File: src/rtl/mux_bus_pkg.sv
package mux_bus_pkg;
  typedef enum logic [1:0] {ST_IDLE, ST_ADDR, ST_STRB, ST_RCOV} bus_state_e;

  typedef struct packed {
    logic two_beats;   // access split into two byte cycles
    logic both_lanes;  // full 16-bit transfer in one cycle
    logic lane_hi;     // byte travels on ad[15:8]
    logic byte_hi;     // this beat carries the high data byte
  } beat_plan_t;
endpackage

File: src/rtl/mbc_area_dec.sv
module mbc_area_dec #(
  parameter int unsigned AW           = 24,
  parameter int unsigned IO_SPAN_BITS = 8,
  parameter int unsigned WS_W         = 2
) (
  input  logic [AW-1:0]     addr_i,
  input  logic [4*WS_W-1:0] cfg_wait_i,
  input  logic [2:0]        cfg_width8_i,
  output logic [WS_W-1:0]   wait_o,
  output logic              width8_o
);
  logic is_io, is_hi;

  always_comb begin
    is_io = (addr_i[AW-1:IO_SPAN_BITS] == '0);
    is_hi = addr_i[AW-1];
    if (is_io) begin
      wait_o   = cfg_wait_i[4*WS_W-1 -: WS_W];
      width8_o = cfg_width8_i[0];
    end else if (is_hi) begin
      wait_o   = cfg_wait_i[3*WS_W-1 -: WS_W];
      width8_o = cfg_width8_i[2];
    end else begin
      wait_o   = cfg_wait_i[WS_W-1:0];
      width8_o = cfg_width8_i[1];
    end
  end
endmodule

File: src/rtl/mbc_lane_plan.sv
module mbc_lane_plan
  import mux_bus_pkg::*;
(
  input  logic        width8_i,
  input  logic        word_i,
  input  logic        a0_i,
  input  logic        beat_i,
  input  logic [15:0] wdata_i,
  output beat_plan_t  plan_o,
  output logic [15:0] bus_wdata_o
);
  logic [7:0] sel_byte;

  always_comb begin
    plan_o.two_beats  = word_i && (width8_i || a0_i);
    plan_o.both_lanes = word_i && !plan_o.two_beats;
    plan_o.lane_hi    = !width8_i && (a0_i ^ beat_i) && !plan_o.both_lanes;
    plan_o.byte_hi    = word_i && beat_i;
    sel_byte = plan_o.byte_hi ? wdata_i[15:8] : wdata_i[7:0];
    if (plan_o.both_lanes)  bus_wdata_o = wdata_i;
    else if (plan_o.lane_hi) bus_wdata_o = {sel_byte, 8'h00};
    else                     bus_wdata_o = {8'h00, sel_byte};
  end
endmodule

File: src/rtl/mbc_upper_mux.sv
module mbc_upper_mux #(
  parameter int unsigned UW = 8
) (
  input  logic [UW-1:0] held_i,
  input  logic [UW-1:0] sel_i,
  input  logic [UW-1:0] gpio_i,
  output logic [UW-1:0] pins_o
);
  for (genvar n = 0; n < UW; n++) begin : g_pin
    assign pins_o[n] = sel_i[n] ? gpio_i[n] : held_i[n];
  end
endmodule

File: src/rtl/mux_bus_ctrl.sv
module mux_bus_ctrl
  import mux_bus_pkg::*;
#(
  parameter int unsigned AW           = 24,
  parameter int unsigned IO_SPAN_BITS = 8,
  parameter int unsigned WS_W         = 2
) (
  input  logic                clk_i,
  input  logic                rst_ni,
  input  logic [4*WS_W-1:0]   cfg_wait_i,
  input  logic [2:0]          cfg_width8_i,
  input  logic                cfg_rdy_en_i,
  input  logic [AW-17:0]      cfg_gpio_sel_i,
  input  logic [AW-17:0]      gpio_out_i,
  input  logic                req_valid_i,
  output logic                req_ready_o,
  input  logic [AW-1:0]       req_addr_i,
  input  logic                req_word_i,
  input  logic                req_write_i,
  input  logic [15:0]         req_wdata_i,
  output logic                rsp_done_o,
  output logic [15:0]         rsp_rdata_o,
  output logic [15:0]         ad_o,
  output logic                ad_oe_o,
  input  logic [15:0]         ad_i,
  output logic [AW-17:0]      upper_o,
  output logic                ale_o,
  output logic                rd_n_o,
  output logic                wrl_n_o,
  output logic                wrh_n_o,
  input  logic                rdy_i
);
  localparam int unsigned UW = AW - 16;

  bus_state_e      state_q;
  logic [AW-1:0]   addr_q;
  logic            word_q, write_q, beat_q, w8_q, done_q;
  logic [15:0]     wdata_q, rdata_q, bus_wdata;
  logic [WS_W-1:0] ws_q, wait_cnt_q, dec_wait;
  logic            dec_w8;
  logic [UW-1:0]   upper_q;
  logic [AW-1:0]   beat_addr, next_addr;
  beat_plan_t      plan;
  logic            strb, strobe_end, last_beat;
  logic [7:0]      lane_byte;

  mbc_area_dec #(.AW(AW), .IO_SPAN_BITS(IO_SPAN_BITS), .WS_W(WS_W)) u_area (
    .addr_i(req_addr_i), .cfg_wait_i(cfg_wait_i), .cfg_width8_i(cfg_width8_i),
    .wait_o(dec_wait), .width8_o(dec_w8)
  );

  mbc_lane_plan u_plan (
    .width8_i(w8_q), .word_i(word_q), .a0_i(addr_q[0]), .beat_i(beat_q),
    .wdata_i(wdata_q), .plan_o(plan), .bus_wdata_o(bus_wdata)
  );

  mbc_upper_mux #(.UW(UW)) u_upper (
    .held_i(upper_q), .sel_i(cfg_gpio_sel_i), .gpio_i(gpio_out_i), .pins_o(upper_o)
  );

  assign beat_addr  = addr_q + AW'(beat_q);
  assign next_addr  = addr_q + AW'(1);
  assign strb       = (state_q == ST_STRB);
  assign strobe_end = strb && (wait_cnt_q == '0) && (!cfg_rdy_en_i || rdy_i);
  assign last_beat  = !plan.two_beats || beat_q;
  assign lane_byte  = plan.lane_hi ? ad_i[15:8] : ad_i[7:0];

  always_ff @(posedge clk_i or negedge rst_ni) begin
    if (!rst_ni) begin
      state_q    <= ST_IDLE;
      addr_q     <= '0;
      word_q     <= 1'b0;
      write_q    <= 1'b0;
      wdata_q    <= '0;
      beat_q     <= 1'b0;
      w8_q       <= 1'b0;
      ws_q       <= '0;
      wait_cnt_q <= '0;
      rdata_q    <= '0;
      upper_q    <= '0;
      done_q     <= 1'b0;
    end else begin
      done_q <= strobe_end && last_beat;
      unique case (state_q)
        ST_IDLE: if (req_valid_i) begin
          addr_q  <= req_addr_i;
          word_q  <= req_word_i;
          write_q <= req_write_i;
          wdata_q <= req_wdata_i;
          ws_q    <= dec_wait;
          w8_q    <= dec_w8;
          beat_q  <= 1'b0;
          rdata_q <= '0;
          upper_q <= req_addr_i[AW-1:16];
          state_q <= ST_ADDR;
        end
        ST_ADDR: begin
          wait_cnt_q <= ws_q;
          state_q    <= ST_STRB;
        end
        ST_STRB: begin
          if (wait_cnt_q != '0) wait_cnt_q <= wait_cnt_q - 1'b1;
          else if (strobe_end) begin
            if (plan.both_lanes)   rdata_q        <= ad_i;
            else if (plan.byte_hi) rdata_q[15:8]  <= lane_byte;
            else                   rdata_q[7:0]   <= lane_byte;
            state_q <= ST_RCOV;
          end
        end
        ST_RCOV: begin
          if (!last_beat) begin
            beat_q  <= 1'b1;
            upper_q <= next_addr[AW-1:16];
            state_q <= ST_ADDR;
          end else begin
            state_q <= ST_IDLE;
          end
        end
        default: state_q <= ST_IDLE;
      endcase
    end
  end

  always_comb begin
    req_ready_o = (state_q == ST_IDLE);
    ale_o       = (state_q == ST_ADDR);
    rd_n_o      = !(strb && !write_q);
    wrl_n_o     = !(strb && write_q && (plan.both_lanes || !plan.lane_hi));
    wrh_n_o     = !(strb && write_q && (plan.both_lanes || plan.lane_hi));
    ad_oe_o     = ale_o || (strb && write_q);
    ad_o        = ale_o ? beat_addr[15:0] : (ad_oe_o ? bus_wdata : 16'h0000);
    rsp_done_o  = done_q;
    rsp_rdata_o = rdata_q;
  end

  // Strobe-length observer, saturating
  logic       strb_act;
  logic [3:0] strb_len_q;
  assign strb_act = !rd_n_o || !wrl_n_o || !wrh_n_o;
  always_ff @(posedge clk_i or negedge rst_ni) begin
    if (!rst_ni) strb_len_q <= '0;
    else if (strb_act) strb_len_q <= (strb_len_q == 4'hF) ? strb_len_q : strb_len_q + 1'b1;
    else strb_len_q <= '0;
  end

  assert_bus_released_R1: assert property (@(posedge clk_i) disable iff (!rst_ni)
    (!ale_o && !strb_act) |-> !ad_oe_o);
  assert_upper_hold_R2: assert property (@(posedge clk_i) disable iff (!rst_ni)
    (!$rose(ale_o) && $stable(cfg_gpio_sel_i) && $stable(gpio_out_i)) |-> $stable(upper_o));
  assert_read_write_excl_R3: assert property (@(posedge clk_i) disable iff (!rst_ni)
    !rd_n_o |-> (wrl_n_o && wrh_n_o));
  assert_narrow_lane_R6: assert property (@(posedge clk_i) disable iff (!rst_ni)
    (strb && w8_q) |-> wrh_n_o);
  assert_strobe_len_R7: assert property (@(posedge clk_i) disable iff (!rst_ni)
    $fell(strb_act) |-> (strb_len_q > 4'(ws_q)));
  assert_ale_alone_R8: assert property (@(posedge clk_i) disable iff (!rst_ni)
    ale_o |-> (!strb_act && ad_oe_o));
  assert_recovery_R8: assert property (@(posedge clk_i) disable iff (!rst_ni)
    $fell(strb_act) |-> !ale_o);
  assert_done_pulse_R10: assert property (@(posedge clk_i) disable iff (!rst_ni)
    rsp_done_o |=> !rsp_done_o);
  assert_ready_idle_R10: assert property (@(posedge clk_i) disable iff (!rst_ni)
    req_ready_o |-> (!ale_o && !strb_act));
endmodule

File: config.mk
export PLATFORM = sky130hd
export DESIGN_NAME = mux_bus_ctrl
export DESIGN_NICKNAME = d
export VERILOG_FILES = /design/src/rtl/mux_bus_pkg.sv /design/src/rtl/mbc_area_dec.sv /design/src/rtl/mbc_lane_plan.sv /design/src/rtl/mbc_upper_mux.sv /design/src/rtl/mux_bus_ctrl.sv
export SDC_FILE = /design/constraint.sdc
export NUM_CORES = 1
export LEC_CHECK = 0
export BUFFER_PORTS_ARGS = -buffer_cell sky130_fd_sc_hd__buf_2
export CAP_MARGIN = 30
export CORE_MARGIN = 3
export CORE_UTILIZATION = 35
export CTS_CLUSTER_DIAMETER = 40
export DETAILED_ROUTE_END_ITERATION = 16
export GPL_TIMING_DRIVEN = 0
export PLACE_DENSITY = 0.55
export REMOVE_ABC_BUFFERS = 1
export SLEW_MARGIN = 30
export SYNTH_ARGS = -nofsm -noshare
export SYNTH_HDL_FRONTEND = slang
export SYNTH_SLANG_ARGS = --single-unit
File: constraint.sdc
create_clock -name clk_i -period 3.9 [get_ports clk_i]
set_input_delay 0.975 -clock clk_i [delete_from_list [all_inputs] [get_ports clk_i]]
set_output_delay 0.975 -clock clk_i [all_outputs]
set_load 0.01 [all_outputs]
==> results.json <==
{
  "status": "complete, no violations",
  "ant_nets": 0,
  "num-nets-final": 714,
  "power.density_nw_per_um2": 792,
  "antenna_cells": 0,
  "yosysUniqueCellTypes": 45,
  "core_um2": 11700,
  "drive_gt1_share_pct": 29.0,
  "synth_area_leader_cell": "dfrtp_1",
  "firstDrtPassIters": 5,
  "crit_fanout": 10,
  "seq_area_frac_synth_pct": 43.7,
  "final_cell_area_um2": 5520,
  "crit_family": "simple AND/OR/NAND/NOR gates",
  "hold_buffers": 0,
  "grt_pass1_wl_um": 19400,
  "tritoncts": "done",
  "wl_um": 12200,
  "slew_violations": 0,
  "cts_made_buffers": 9,
  "worst-path-buf-inv": 1,
  "fin_setup_tns_ns": 0,
  "layout_commonest_cell": "nand2_1",
  "grt_usage_pct": 18.4,
  "wl_met3_um": 579,
  "worstSetupPathType": "reg2out",
  "port_buffers": 134,
  "ctsHtreeMaxLevel": 3,
  "gp_congestion": 0.828,
  "dpl_cell_area_um2": 5130,
  "worstHoldPathType": "reg2reg",
  "power.leakage_nw": 2.76,
  "rsz0062_at_grt": "no",
  "die_w_um": 117,
  "cp_data_arrival_time_ns": 2.71,
  "synth_edf_count": 0,
  "overflow": 0,
  "final.setup.worst_slack_ns": 0.217,
  "clock_path_buffers": 2,
  "hold_violations": 0,
  "rr_startpoint": "state_q[0]$_DFFE_PN0P_",
  "finalCritPeriodShare_pct": 94.4,
  "met2_length_um": 5870,
  "vias_per_cell": 5.20,
  "setup_viol": 0,
  "clkTransAtPathRegs_ns": 0.06,
  "worst_slew_pin_slew_ns": 0.736,
  "endpoint_kind": "primary output",
  "syn_to_final_growth_pct": 28.6,
  "syn_inst": 488,
  "synth_seq_cells": 75,
  "netlist_area_um2": 4290,
  "period_minus_slack_ns": 3.68,
  "drc_errors": 0,
  "ir_drop_mv": 0.292,
  "cts_sinks": 75,
  "dieHeight_um": 117,
  "clkLatencyLatePin_ns": 0.34,
  "drv_cap": 0,
  "hold_path_depth": 1,
  "fin_hold_ws_ns": 0.478,
  "r2r_cells": 7,
  "critPathRequiredTime_ns": 2.92,
  "ys.flop_type": "dfrtp_1",
  "crit_chain": "ha_1, nor2b_1, nand2b_1, nor3b_1, a21oi_1, o22ai_1, buf_2",
  "place_ws_ns": 0.201,
  "max_slew_margin_pct": 50.6,
  "cts-root-buf": "clkbuf_16",
  "timing.fmax_mhz": 271,
  "grt_max_degree": 42,
  "crit_start": "addr_q[0]$_DFFE_PN0P_",
  "skew_ns": 0.00709,
  "wl_per_cell_um": 15.9,
  "design.die.area_um2": 13600,
  "slowest_stage": "dfrtp_1",
  "grt_pass1_vias": 3845,
  "synth_area_leaders": "dfrtp_1 44%, nand2_1 13%, mux2i_1 4.4%, o2bb2ai_1 3.1%, a21oi_1 2.9%",
  "critPathLaunchType": "register",
  "top_layer": "met4",
  "wl_met1_um": 5490,
  "drt_iter0_drc": 179,
  "max_stage_delay_ns": 0.51,
  "hpwl_um": 9050,
  "async_reset_ff_share_pct": 100,
  "final_cell_mix": "148 x nand2_1, 133 x buf_2, 75 x dfrtp_1, 25 x a21oi_1, 21 x o21ai_0",
  "ios": 137,
  "hold_start": "rsp_rdata_o[3]$_DFFE_PN0P_",
  "syn_avg_cell_area_um2": 8.79,
  "cp.depth": 7,
  "antenna_found_initial": 0,
  "vias": 3972,
  "initial_core_util_pct": 36.6,
  "synth_top_area_share_pct": 43.7,
  "synth_warnings": 0,
  "row_count": 39
}
## synth_stat cells (all sizes together), types with 7 or more instances
cell and n:
ha 8, nand2 149, nor2 12, nand4 7, nor4 7, clkbuf 15
a21oi 26, nand3 14, o2bb2ai 15, buf 7, nand2b 7, mux2i 19
mux2 9, o21ai 24, o22ai 9, dfrtp 75, nor3 7, xnor2 10
a22oi 11, xor2 12, inv 12
## power breakdown
part | internal [mW] | total (mW) | switching, mW
clock | 0.643 | 0.975 | 0.331
combinational | 0.805 | 1.90 | 1.10
sequential | 1.13 | 1.49 | 0.359
## worst register-to-register path: cells and delay by family, from the launching register on
| kind | cells | cell delay, ns |
|---|---|---|
| adder cells (fa/ha/maj) | 1 | 0.32 |
| AND/OR/NAND/NOR | 1 | 0.26 |
| flip-flops | 1 | 0.41 |
| multiplexers | 1 | 0.39 |
| buffers and inverters | 2 | 0.51 |
| AO/OA/AOI/OAI | 2 | 0.33 |
## flip-flops by register name, indices dropped and copies added, names as in the netlist, 2 cells and up
signal	flops
rsp_rdata_o	16
wdata_q	16
ws_q	2
addr_q	24
state_q	2
upper_q	8
wait_cnt_q	2
## cell families after synthesis
logic type	count (synthesis)	synth area share, %
xor gates and xnor gates	22	4.49
muxes	28	6.79
and+or+nand+nor	219	23.7
DFF	75	43.7
AOI/OAI and AO/OA	101	15.7
adders and majority gates	8	2.33
buffers and inverters	35	3.24
## worst paths after layout
check / to / slack [ns]
setup / recovery: ad_o[8] / 0.22
hold / removal: rsp_rdata_o[3]$_DFFE_PN0P_ / 0.48
setup reg to reg: rsp_rdata_o[7]$_DFFE_PN0P_ / 1.57
hold reg to reg: rsp_rdata_o[3]$_DFFE_PN0P_ / 0.48
max in group asynchronous: write_q$_DFFE_PN0P_ / 2.73
min in group asynchronous: addr_q[18]$_DFFE_PN0P_ / 0.59
## layer usage
metal / track usage [%] / vias up
met5: 0 / -
met4: 7.26 / 0
met3: 3.11 / 13
met2: 29.6 / 113
met1: 24.7 / 1888
li1: - / 1958
## cell type report
class	instances	area (um^2)
fillers	1146	6190
multi-input cells	378	2300
flip-flops and latches	75	1880
repair buffers	139	763
clock buffers	12	246
well taps	143	179
clock inverters	4	97.6
inverters	13	52.6
## repair_timing
item / CTS / global route
buffers inserted: 0 / 2
resized for setup: 3 / 2
setup endpoints to repair: 7 / 7
## per-stage QoR
stage / std cells / utilization (%) / power [mW]
CTS: 762 / 46.9 / 4.39
detailed placement: 746 / 43.8 / 3.39
global route: 764 / 47.1 / 4.71
floorplan: 466 / - / 2.67
finish: 764 / 47.1 / 4.37
global placement: 743 / 43.1 / 3.29
Note: power is estimated with default switching activity, not from simulation.
